`config.mk`:
```
export PLATFORM = sky130hd
export DESIGN_NAME = ropuf_eval
export DESIGN_NICKNAME = d
export VERILOG_FILES = /design/src/rtl/ropuf_pkg.sv /design/src/rtl/ropuf_edge_sync.sv /design/src/rtl/ropuf_sat_counter.sv /design/src/rtl/ropuf_select.sv /design/src/rtl/ropuf_eval.sv
export SDC_FILE = /design/constraint.sdc
export NUM_CORES = 1
export LEC_CHECK = 0
export BUFFER_PORTS_ARGS = -buffer_cell sky130_fd_sc_hd__clkbuf_2
export CORE_UTILIZATION = 40
export CTS_CLUSTER_DIAMETER = 150
export DETAILED_ROUTE_END_ITERATION = 6
export GPL_ROUTABILITY_DRIVEN = 1
export PLACE_DENSITY_LB_ADDON = 0.25
export SYNTH_ARGS = -nofsm -noshare
export SYNTH_HDL_FRONTEND = slang
export SYNTH_SLANG_ARGS = --single-unit
```
`constraint.sdc`:
```
create_clock -name clk -period 13.4 [get_ports clk]
set_input_delay 0 -clock clk [delete_from_list [all_inputs] [get_ports clk]]
set_output_delay 0 -clock clk [all_outputs]
set_load 0.05 [all_outputs]
```
`src/rtl/ropuf_pkg.sv`:
```
package ropuf_pkg;
    typedef enum logic [1:0] {
        ST_IDLE  = 2'd0,
        ST_COUNT = 2'd1,
        ST_LATCH = 2'd2
    } ro_state_t;
endpackage

```
`src/rtl/ropuf_edge_sync.sv`:
```
module ropuf_edge_sync (
    input  logic clk,
    input  logic rst_n,
    input  logic din,
    output logic rise
);
    // stage 0 and 1 synchronize, stage 2 remembers the prior synchronized value
    logic [2:0] sh;

    always_ff @(posedge clk or negedge rst_n) begin
        if (!rst_n) sh <= '0;
        else        sh <= {sh[1:0], din};
    end

    assign rise = sh[1] & ~sh[2];
endmodule

```
`src/rtl/ropuf_sat_counter.sv`:
```
module ropuf_sat_counter #(
    parameter int CNT_W = 16
) (
    input  logic             clk,
    input  logic             rst_n,
    input  logic             clear,
    input  logic             inc,
    output logic [CNT_W-1:0] cnt,
    output logic             sat
);
    assign sat = &cnt;

    always_ff @(posedge clk or negedge rst_n) begin
        if (!rst_n)          cnt <= '0;
        else if (clear)      cnt <= '0;
        else if (inc && !sat) cnt <= cnt + 1'b1;
    end


    clear_zero_chk: assert property (@(posedge clk) disable iff (!rst_n)
        clear |=> (cnt == '0));


    no_wrap_chk: assert property (@(posedge clk) disable iff (!rst_n)
        (sat && !clear) |=> sat);
endmodule

```
`src/rtl/ropuf_select.sv`:
```
module ropuf_select #(
    parameter int NUM_RO = 4,
    parameter int CNT_W  = 16,
    parameter int IDX_W  = 2
) (
    input  logic [NUM_RO-1:0][CNT_W-1:0] cnts,
    output logic [IDX_W-1:0]             fast_idx,
    output logic [IDX_W-1:0]             slow_idx,
    output logic [CNT_W-1:0]             fast_cnt,
    output logic [CNT_W-1:0]             slow_cnt
);
    always_comb begin
        fast_idx = '0;
        slow_idx = '0;
        fast_cnt = cnts[0];
        slow_cnt = cnts[0];
        for (int i = 1; i < NUM_RO; i++) begin
            if (cnts[i] > fast_cnt) begin
                fast_cnt = cnts[i];
                fast_idx = IDX_W'(i);
            end
            if (cnts[i] < slow_cnt) begin
                slow_cnt = cnts[i];
                slow_idx = IDX_W'(i);
            end
        end
    end
endmodule

```
`src/rtl/ropuf_eval.sv`:
```
module ropuf_eval #(
    parameter int NUM_RO = 4,
    parameter int CNT_W  = 16,
    parameter int WIN_W  = 20,
    localparam int IDX_W = (NUM_RO > 2) ? $clog2(NUM_RO) : 1
) (
    input  logic              clk,
    input  logic              rst_n,
    input  logic              start,
    input  logic              group_mode,
    input  logic [WIN_W-1:0]  win_len,
    input  logic [CNT_W-1:0]  threshold,
    input  logic [NUM_RO-1:0] ro_in,
    output logic              resp_bit,
    output logic              resp_valid,
    output logic              resp_usable,
    output logic [IDX_W-1:0]  fast_idx,
    output logic [IDX_W-1:0]  slow_idx
);
    import ropuf_pkg::*;

    ro_state_t                   state, state_nx;
    logic [WIN_W-1:0]            timer;
    logic [NUM_RO-1:0]           rise, sat;
    logic [NUM_RO-1:0][CNT_W-1:0] cnts;
    logic                        counting, timer_last, capture;

    assign counting   = (state == ST_COUNT);
    assign timer_last = (timer <= WIN_W'(1));
    assign capture    = (state == ST_LATCH) && !start;

    // per-oscillator synchronizer and saturating counter
    for (genvar g = 0; g < NUM_RO; g++) begin : g_ro
        ropuf_edge_sync u_sync (
            .clk  (clk),
            .rst_n(rst_n),
            .din  (ro_in[g]),
            .rise (rise[g])
        );
        ropuf_sat_counter #(.CNT_W(CNT_W)) u_cnt (
            .clk  (clk),
            .rst_n(rst_n),
            .clear(start),
            .inc  (rise[g] && counting),
            .cnt  (cnts[g]),
            .sat  (sat[g])
        );
    end

    // window timer
    always_ff @(posedge clk or negedge rst_n) begin
        if (!rst_n)                       timer <= '0;
        else if (start)                   timer <= win_len;
        else if (counting && !timer_last) timer <= timer - 1'b1;
    end

    // next state
    always_comb begin
        state_nx = state;
        unique case (state)
            ST_IDLE:  state_nx = ST_IDLE;
            ST_COUNT: if (timer_last) state_nx = ST_LATCH;
            ST_LATCH: state_nx = ST_IDLE;
            default:  state_nx = ST_IDLE;
        endcase
        if (start) state_nx = ST_COUNT;
    end

    // state register
    always_ff @(posedge clk or negedge rst_n) begin
        if (!rst_n) state <= ST_IDLE;
        else        state <= state_nx;
    end

    // comparison
    logic [IDX_W-1:0] g_fast, g_slow;
    logic [CNT_W-1:0] g_fcnt, g_scnt;

    ropuf_select #(.NUM_RO(NUM_RO), .CNT_W(CNT_W), .IDX_W(IDX_W)) u_sel (
        .cnts    (cnts),
        .fast_idx(g_fast),
        .slow_idx(g_slow),
        .fast_cnt(g_fcnt),
        .slow_cnt(g_scnt)
    );

    logic             r_bit, r_usable;
    logic [IDX_W-1:0] r_fast, r_slow;
    logic [CNT_W-1:0] hi_cnt, lo_cnt, gap;

    always_comb begin
        if (group_mode) begin
            r_bit  = (g_fast < g_slow);
            r_fast = g_fast;
            r_slow = g_slow;
            hi_cnt = g_fcnt;
            lo_cnt = g_scnt;
        end else begin
            r_bit  = (cnts[0] > cnts[1]);
            r_fast = r_bit ? IDX_W'(0) : IDX_W'(1);
            r_slow = r_bit ? IDX_W'(1) : IDX_W'(0);
            hi_cnt = r_bit ? cnts[0] : cnts[1];
            lo_cnt = r_bit ? cnts[1] : cnts[0];
        end
        gap      = hi_cnt - lo_cnt;
        r_usable = !(|sat) && (gap >= threshold);
    end

    // outputs
    always_ff @(posedge clk or negedge rst_n) begin
        if (!rst_n) begin
            resp_valid  <= 1'b0;
            resp_bit    <= 1'b0;
            resp_usable <= 1'b0;
            fast_idx    <= '0;
            slow_idx    <= '0;
        end else begin
            resp_valid <= capture;
            if (capture) begin
                resp_bit    <= r_bit;
                resp_usable <= r_usable;
                fast_idx    <= r_fast;
                slow_idx    <= r_slow;
            end
        end
    end


    valid_pulse_chk: assert property (@(posedge clk) disable iff (!rst_n)
        resp_valid |=> !resp_valid);


    start_restart_chk: assert property (@(posedge clk) disable iff (!rst_n)
        start |=> (state == ST_COUNT && !resp_valid));


    hold_chk: assert property (@(posedge clk) disable iff (!rst_n)
        !resp_valid |-> ($stable(resp_bit) && $stable(resp_usable)
                         && $stable(fast_idx) && $stable(slow_idx)));


    valid_after_latch_chk: assert property (@(posedge clk) disable iff (!rst_n)
        $rose(resp_valid) |-> ($past(state) == ST_LATCH));
endmodule

```
==> results of run 1 <==
routing by layer:
metal  share of wire  GRT usage  up-vias  wire [µm]
met5               0          0        -          0
met4           0.024     0.0766        0        663
met3           0.045     0.0231       35       1240
met2            0.46      0.400      221      12800
met1            0.47      0.325     3990      12800
li1                -          -     4255          -
kinds of logic after synthesis:
family / Yosys count / synth area share
AND/OR/NAND/NOR: 427 / 0.211
AO/OA/AOI/OAI: 277 / 0.174
buffers and inverters: 122 / 0.0495
adder cells (fa/ha/maj): 116 / 0.155
flip-flops: 105 / 0.278
XOR/XNOR: 84 / 0.0780
multiplexers: 49 / 0.0542
synthesized netlist by cell type, drive strengths merged, types with 2 or more instances:
cell    count
nor2      141
nand2     126
a41oi       2
xnor2      61
mux2       14
a21oi      98
nand4      40
o211ai      3
nand3      26
mux2i      35
a21o       33
o21ai      94
xor2       23
o31ai       4
and4        4
o21a        7
nand2b      5
nor4        5
nor4b       3
nand3b      4
or2         4
or3        10
nor2b       7
a31oi      10
nor3b       3
nand4b      3
ha        115
nor3       30
clkbuf     37
inv        76
and3       10
or4         2
and2        2
a211oi      7
o21bai      5
a211o       4
buf         9
dfrtp     105
power breakdown:
group | total [mW] | internal, mW | switching [mW]
clock network | 0.301 | 0.153 | 0.148
registers | 0.340 | 0.328 | 0.0127
logic | 0.417 | 0.172 | 0.246
through the flow:
| step | area [µm²] | utilization |
|---|---|---|
| floorplan | 9440 | - |
| global placement | 9980 | 0.435 |
| detailed placement | 9980 | 0.435 |
| CTS | 10600 | 0.461 |
| global route | 10600 | 0.461 |
| finish | 10600 | 0.461 |
placed cells by master, fill, tap and decap left out, drive strengths merged, types with 5 or more instances in the layout:
cell type,netlist,final
xnor2,61,61
mux2i,35,35
nor2b,7,7
nand2,126,126
and3,10,10
clkbuf,37,57
o21bai,5,5
a31oi,10,10
inv,76,80
nor4,5,5
nand4,40,40
o21a,7,7
xor2,23,23
nand3,26,26
dlygate4sd3,0,25
ha,115,115
nor3,30,30
buf,9,12
dfrtp,105,105
a211oi,7,7
a21oi,98,98
a21o,33,33
or3,10,10
mux2,14,14
nand2b,5,5
nor2,141,141
o21ai,94,94
worst register-to-register path, delay by kind of cell, from the launching register on:
kind	cells	cell delay (ns)
fa+ha+maj	5	1.82
mux	2	0.62
simple gates	13	3.86
buf+inv	1	0.15
compound gates	23	4.97
flops	1	0.42
timing repair:
item,4_1_cts,5_1_grt
setup endpoints to repair,0,0
endpoints found under the hold margin,74,0
buffers inserted,0,0
hold buffers,25,0
flip-flops by register name, summed over array words and instances, names as in the netlist:
name	flops
g_ro.u_sync.sh	12
timer	20
resp_usable	1
resp_bit	1
slow_idx	2
resp_valid	1
fast_idx	2
g_ro.u_cnt.cnt	64
state	2
cell type report:
type	count	area [µm²]
inverters	76	285
well taps	313	392
clock inverters	7	103
flip-flops and latches	105	2630
clock buffers	9	225
repair buffers	85	581
multi-input cells	953	6340
fillers	2295	12400
worst max-delay path by stage:
stage	from	end	slack, ns
CTS	g_ro[1].u_cnt.cnt[7]	resp_usable	1.57
detailed placement	g_ro[0].u_cnt.cnt[7]	resp_usable	1.60
global route	g_ro[1].u_cnt.cnt[7]	resp_usable	0.39
floorplan	g_ro[1].u_cnt.cnt[15]	resp_usable	3.30
finish	g_ro[1].u_cnt.cnt[7]	resp_usable	1.43
global placement	g_ro[1].u_cnt.cnt[7]	resp_usable	1.90
==> reports/qor.json, run 1 <==
{
  "clocking": {
    "cts_inserted_buffers": 9,
    "cts_tree": "built",
    "clk_pin_slew_ns": 0.09,
    "ctsRootBufferMaster": "clkbuf_16",
    "number_of_gates_resized_after_cts": 0,
    "worstSkewPairLatency_ns": 0.37,
    "cts.sinks": 105,
    "cts_max_level": 3,
    "max-clock-path-buffers": 2
  },
  "timing": {
    "timing.fmax_ghz": 0.0835,
    "period_minus_slack_ns": 11.97,
    "worst_slew_margin_rel": 0.280,
    "rsz_0062_raised_after_global_routing": "no",
    "final_hold_vios": 0,
    "fin_ws_ns": 1.43,
    "setup_violations": 0,
    "finalClockSkew_ns": 0.0113,
    "final.period_utilization": 0.893,
    "aggregate_negative_setup_slack_ns": 0,
    "worst-slew-pin-transition_ns": 1.08,
    "hold_slack_ns": 0.0855,
    "timing.final.max_slew_violations": 0
  },
  "critical_path": {
    "crit_end_element": "flop",
    "cpMaxStageDelayCell": "nand3_1",
    "worst_path_largest_cell_delay_ns": 0.91,
    "critical_path_buf_inv_count": 1,
    "timing.critical_path.depth": 44,
    "timing.rr.start": "g_ro[1].u_cnt.cnt[7]",
    "reg2reg_depth": 44,
    "critical_path_class": "reg2reg",
    "critical_path_peak_fanout": 29,
    "worst_path_most_repeated_cell": "a21oi_1",
    "cell_family_with_the_largest_share_of_critical_path_delay": "compound AO/OA/AOI/OAI gates",
    "worst_r2r_endpoint": "resp_usable",
    "r2r_setup_slack_ns": 1.43,
    "cp.required_ns": 13.65,
    "timing.critical_path.arrival_ns": 12.22,
    "worst_setup_path_start_kind": "flop"
  },
  "hold_path": {
    "min_path_cells": 2,
    "hold_end": "g_ro[0].u_cnt.cnt[1]",
    "hold_path_class": "in2reg",
    "worstHoldStart": "start"
  },
  "floorplanning": {
    "die_height_um": 156,
    "fp-row-count": 55,
    "die_width_um": 156,
    "placeableCoreArea_um2": 22900,
    "initial_core_util": 0.412,
    "die_area_um2": 24200,
    "boundaryPins": 51
  },
  "global_route": {
    "first_global_vias": 8343,
    "grt_use_total": 0.239,
    "grt_overflow": 0,
    "grt_max_degree": 63,
    "grt_first_pass_wirelength_um": 44700,
    "antenna_found_initial": 1
  },
  "detailed_routing": {
    "mean_number_of_vias_per_cell": 5.49,
    "detail_route.drc_violations": 0,
    "drt-pass1-iter-count": 5,
    "total_number_of_vias": 8501,
    "detail_route.wl_per_cell_um": 17.8,
    "route.final.wire_length_um": 27500,
    "final_antenna_net_count": 0,
    "drt_first_iter_violations": 516
  },
  "final_layout": {
    "instances_no_fill": 1548,
    "final_net_count": 1390,
    "layout-area-overhead-vs-synth_pct": 11.9,
    "n_antenna_cell": 0,
    "post_route_cells_drive_above_1_share": 0.0818
  },
  "synthesis": {
    "syn-num-nets": 1340,
    "synth_seq_area_share": 0.278,
    "synth_area_um2": 9440,
    "syn_inst": 1180,
    "asyncSetResetFlopFracSynth": 1.00,
    "ys_seq_elements": 105,
    "netlist.top_cell.by_area": "dfrtp_1",
    "synth-edff-count": 0,
    "synth.distinct_cells": 60,
    "ys_top_cells_by_area": "dfrtp_1 (28%), ha_1 (15%), xnor2_1 (5.7%)",
    "synth_largest_type_area_fraction": 0.278,
    "postSynthAreaPerCell_um2": 8.00,
    "yosys_warnings": 0,
    "synth_flop_cell": "dfrtp_1"
  },
  "status": {
    "status": "complete, no violations"
  },
  "pwr": {
    "power.total_mw": 1.06,
    "power.static_leakage_nw": 4.90,
    "ir_drop_mv": 0.0667,
    "power_per_cell_area_nw_per_um2": 100
  },
  "place": {
    "dp_slack_ns": 1.60,
    "placed_cells": 1507,
    "finalWeightedCongestion": 0.941,
    "placement.io_buffers": 50,
    "hpwl_um": 21500
  },
  "flow_run": {
    "cap_viol_max_count": 0
  }
}
No activity file was read; power rests on OpenSTA's default activity.
==> run 2, diff against run 1 <==
--- a/config.mk
+++ b/config.mk
@@ -5,11 +5,13 @@
 export SDC_FILE = /design/constraint.sdc
 export NUM_CORES = 1
 export LEC_CHECK = 0
+export ABC_AREA = 1
 export BUFFER_PORTS_ARGS = -buffer_cell sky130_fd_sc_hd__clkbuf_2
 export CORE_UTILIZATION = 40
 export CTS_CLUSTER_DIAMETER = 150
 export DETAILED_ROUTE_END_ITERATION = 6
 export GPL_ROUTABILITY_DRIVEN = 1
+export GPL_TIMING_DRIVEN = 0
 export PLACE_DENSITY_LB_ADDON = 0.25
 export SYNTH_ARGS = -nofsm -noshare
 export SYNTH_HDL_FRONTEND = slang
==> run 2 against run 1 <==
  * Register-to-register slack better by 1.7 ns
  * Synthesized cell count is 13% higher
  * Maximum frequency is 17% higher
  * Critical endpoint unchanged
==> reports/qor.json, run 2 <==
{
  "final_layout": {
    "final_net_count": {"value": 1580, "change": "+14%"},
    "n_antenna_cell": {"value": 0, "change": "unchanged"},
    "top_regs": "g_ro.u_cnt.cnt: 64 flops, timer: 20 flops, g_ro.u_sync.sh: 12 flops",
    "largest_register_ff_count": {"value": 64, "change": "unchanged"},
    "layout-area-overhead-vs-synth_pct": 12.6,
    "mostFrequentLayoutCells": "nand2_1 (256), inv_1 (199), o21ai_0 (131)",
    "top_register": "g_ro.u_cnt.cnt",
    "layout_commonest_cell": "nand2_1",
    "register_area": {"value": 2630, "unit": "µm²", "change": "unchanged"},
    "multi_input_area": {"value": 5810, "unit": "µm²", "change": "-8.4%"},
    "fill_cells": {"value": 2343, "change": "+2.1%"},
    "post_route_cells_drive_above_1_share": {"value": 0.0674, "change": "-0.0144"}
  },
  "detailed_routing": {
    "mean_number_of_vias_per_cell": {"value": 5.44, "change": "-1.0%"},
    "drt_first_iter_violations": {"value": 832, "change": "+61%"},
    "total_number_of_vias": {"value": 9447, "change": "+11%"},
    "detail_route.drc_violations": {"value": 0, "change": "unchanged"},
    "drt-pass1-iter-count": {"value": 5, "change": "unchanged"},
    "route.final.wire_length": {"value": 29800, "unit": "µm", "change": "+8.2%"},
    "detail_route.wl_per_cell": {"value": 17.1, "unit": "µm", "change": "-3.6%"},
    "final_antenna_net_count": {"value": 0, "change": "unchanged"}
  },
  "floorplanning": {
    "fp-row-count": {"value": 55, "change": "unchanged"},
    "die_area": {"value": 24000, "unit": "µm²", "change": "-0.76%"},
    "initial_core_util": {"value": 0.411, "change": "-0.000698"},
    "boundaryPins": {"value": 51, "change": "unchanged"},
    "placeableCoreArea": {"value": 22800, "unit": "µm²", "change": "-0.60%"},
    "die_height": {"value": 155, "unit": "µm", "change": "-0.38%"},
    "die_width": {"value": 155, "unit": "µm", "change": "-0.38%"}
  },
  "clocking": {
    "clk_pin_slew": {"value": 0.08, "unit": "ns", "change": "about the same"},
    "number_of_gates_resized_after_cts": {"value": 0, "change": "unchanged"},
    "max-clock-path-buffers": {"value": 2, "change": "unchanged"},
    "cts_tree": "built",
    "cts_max_level": {"value": 3, "change": "unchanged"},
    "worstSkewPairLatency": {"value": 0.36, "unit": "ns", "change": "about the same"},
    "cts_inserted_buffers": {"value": 9, "change": "unchanged"},
    "cts_post_setup_buffers_inserted": {"value": 0, "change": "unchanged"},
    "cts.sinks": {"value": 105, "change": "unchanged"},
    "ctsRootBufferMaster": "clkbuf_16"
  },
  "pwr": {
    "power_per_cell_area": {"value": 121, "unit": "nW/µm²", "change": "+21%"},
    "ir_drop": {"value": 0.0873, "unit": "mV", "change": "+31%"},
    "seq_power_share": {"value": 0.280, "change": "-0.041"},
    "cell_internal_pwr": {"value": 0.699, "unit": "mW", "change": "+7.2%"},
    "p_comb_frac": {"value": 0.508, "change": "+0.114"},
    "power_frac_clock": {"value": 0.211, "change": "-0.073"},
    "switching_share": {"value": 0.453, "change": "+0.0691"},
    "power.net_switching": {"value": 0.579, "unit": "mW", "change": "+43%"},
    "power.static_leakage": {"value": 4.96, "unit": "nW", "change": "+1.3%"}
  },
  "timing": {
    "rsz_0062_raised_after_global_routing": "no",
    "timing.final.max_slew_violations": {"value": 0, "change": "unchanged"},
    "aggregate_negative_setup_slack": {"value": 0, "unit": "ns", "change": "unchanged"},
    "fin_ws": {"value": 3.14, "unit": "ns", "change": "+1.71 ns"},
    "worst_slew_margin_rel": {"value": 0.271, "change": "-0.00889"},
    "setup_violations": {"value": 0, "change": "unchanged"},
    "final_hold_vios": {"value": 0, "change": "unchanged"},
    "period_minus_slack": {"value": 10.26, "unit": "ns", "change": "-1.71 ns"},
    "worst-slew-pin-transition": {"value": 1.07, "unit": "ns", "change": "-0.0112 ns"},
    "final.period_utilization": {"value": 0.766, "change": "-0.127"},
    "timing.fmax": {"value": 0.0974, "unit": "GHz", "change": "+17%"},
    "finalClockSkew": {"value": 0.00940, "unit": "ns", "change": "-0.00191 ns"}
  },
  "synthesis": {
    "synth_area": {"value": 9360, "unit": "µm²", "change": "-0.77%"},
    "syn_inst": {"value": 1336, "change": "+13%"},
    "ys_top_cells_by_area": "dfrtp_1 (28%), ha_1 (15%), nand2_1 (10%)",
    "ys_seq_elements": {"value": 105, "change": "unchanged"},
    "syn-num-nets": {"value": 1496, "change": "+12%"},
    "synth.distinct_cells": {"value": 51, "change": "-15%"},
    "synth_flop_cell": "dfrtp_1",
    "asyncSetResetFlopFracSynth": {"value": 1.00, "change": "unchanged"},
    "synth-edff-count": {"value": 0, "change": "unchanged"},
    "post-synth-top-count-cell": "nand2_1",
    "synth_seq_area_share": {"value": 0.281, "change": "+0.00216"},
    "netlist.top_cell.by_area": "dfrtp_1",
    "postSynthAreaPerCell": {"value": 7.01, "unit": "µm²", "change": "-12%"},
    "synth_largest_type_area_fraction": {"value": 0.281, "change": "+0.00216"},
    "synth_top_cells_by_count": "nand2_1 (256), inv_1 (199), o21ai_0 (131)",
    "yosys_warnings": {"value": 0, "change": "unchanged"}
  },
  "hold_path": {
    "hold_path_class": "in2reg"
  },
  "place": {
    "finalWeightedCongestion": {"value": 0.961, "change": "+2.1%"},
    "dp_slack": {"value": 3.19, "unit": "ns", "change": "+1.59 ns"},
    "placement.io_buffers": {"value": 48, "change": "-4.0%"},
    "hpwl": {"value": 23700, "unit": "µm", "change": "+10%"}
  },
  "critical_path": {
    "cp.required": {"value": 13.61, "unit": "ns", "change": "-0.04 ns"},
    "worst_setup_path_start_kind": "flop",
    "critical_path_peak_fanout": {"value": 10, "change": "-66%"},
    "critical_path_class": "reg2reg",
    "worst_path_largest_cell_delay": {"value": 0.79, "unit": "ns", "change": "-0.12 ns"},
    "worst_path_most_repeated_cell": "nand2_1",
    "crit_end_element": "flop",
    "timing.critical_path.arrival": {"value": 10.47, "unit": "ns", "change": "-1.75 ns"},
    "cpMaxStageDelayCell": "a211oi_1"
  },
  "flow_run": {
    "cap_viol_max_count": {"value": 0, "change": "unchanged"}
  },
  "global_route": {
    "grt_max_degree": {"value": 106, "change": "+68%"},
    "grt_use_total": {"value": 0.253, "change": "+0.0135"},
    "grt_overflow": {"value": 0, "change": "unchanged"},
    "antenna_found_initial": {"value": 0, "change": "-1"},
    "grt_first_pass_wirelength": {"value": 47100, "unit": "µm", "change": "+5.4%"},
    "first_global_vias": {"value": 9084, "change": "+8.9%"}
  },
  "status": {
    "status": "complete, no violations"
  }
}
run 2: per-stage QoR:
stage,cells,hold slack [ns],utilization,instance area [µm²],total power [mW]
after detailed placement,1697,0.110,0.439,10000,1.01
after global placement,1697,0.108,0.439,9990,0.994
after CTS,1738,0.189,0.463,10500,1.28
after global routing,1738,0.225,0.463,10500,1.38
final,1738,0.220,0.463,10500,1.28
after floorplan,1336,-0.296,-,9360,0.824
run 2: area by class of cell:
cell class | instances | area share
Timing Repair Buffer | 73 | 0.0474
Clock inverter | 5 | 0.00439
Tap cell | 313 | 0.0371
Inverter | 203 | 0.0723
Clock buffer | 11 | 0.0230
Buffer | 37 | 0.0153
Multi-Input combinational cell | 991 | 0.551
Sequential cell | 105 | 0.249
run 2: routing by layer:
metal	up-vias	part of all wire	GRT usage
met3	64	0.062	0.0373
met2	312	0.46	0.414
met5	-	0	0
met4	0	0.036	0.108
li1	4698	-	-
met1	4373	0.44	0.332
run 2: power groups by stage:
stage / Clock, mW / Sequential, mW / Combinational, mW
finish: 0.270 / 0.358 / 0.650
global route: 0.284 / 0.362 / 0.729
floorplan: 0 / 0.391 / 0.433
global placement: 0 / 0.364 / 0.630
detailed placement: 0 / 0.364 / 0.642
CTS: 0.275 / 0.358 / 0.652
run 2: worst paths after layout:
path,from,end,slack [ns],cells after the start
hold reg to reg,g_ro[2].u_sync.sh[0],g_ro[2].u_sync.sh[1],0.35,0
min in group asynchronous,rst_n,g_ro[3].u_cnt.cnt[12],0.31,2
hold / removal,start,timer[10],0.22,3
setup / recovery,g_ro[1].u_cnt.cnt[13],resp_usable,3.14,56
max in group asynchronous,rst_n,g_ro[1].u_cnt.cnt[4],12.44,2
setup reg to reg,g_ro[1].u_cnt.cnt[13],resp_usable,3.14,56
run 2: worst max-delay path: cells and delay by family, from the launching register on:
| kind | cells | cell delay, ns |
|---|---|---|
| AND/OR/NAND/NOR | 21 | 2.40 |
| buffers and inverters | 11 | 1.36 |
| flip-flops | 1 | 0.46 |
| AO/OA/AOI/OAI | 19 | 4.31 |
| adder cells (fa/ha/maj) | 5 | 1.54 |
run 2: logic make-up after synthesis:
group,count (synthesis),synth area share
xor gates and xnor gates,17,0.0159
AOI/OAI and AO/OA,361,0.224
buffers and inverters,240,0.0986
and+or+nand+nor,497,0.225
DFF,105,0.281
adders and majority gates,116,0.156
run 2: what timing repair did:
| action | in CTS | in global routing |
|---|---|---|
| hold endpoints to repair | 129 | 0 |
| setup endpoints to repair | 0 | 0 |
| hold buffers | 25 | 0 |
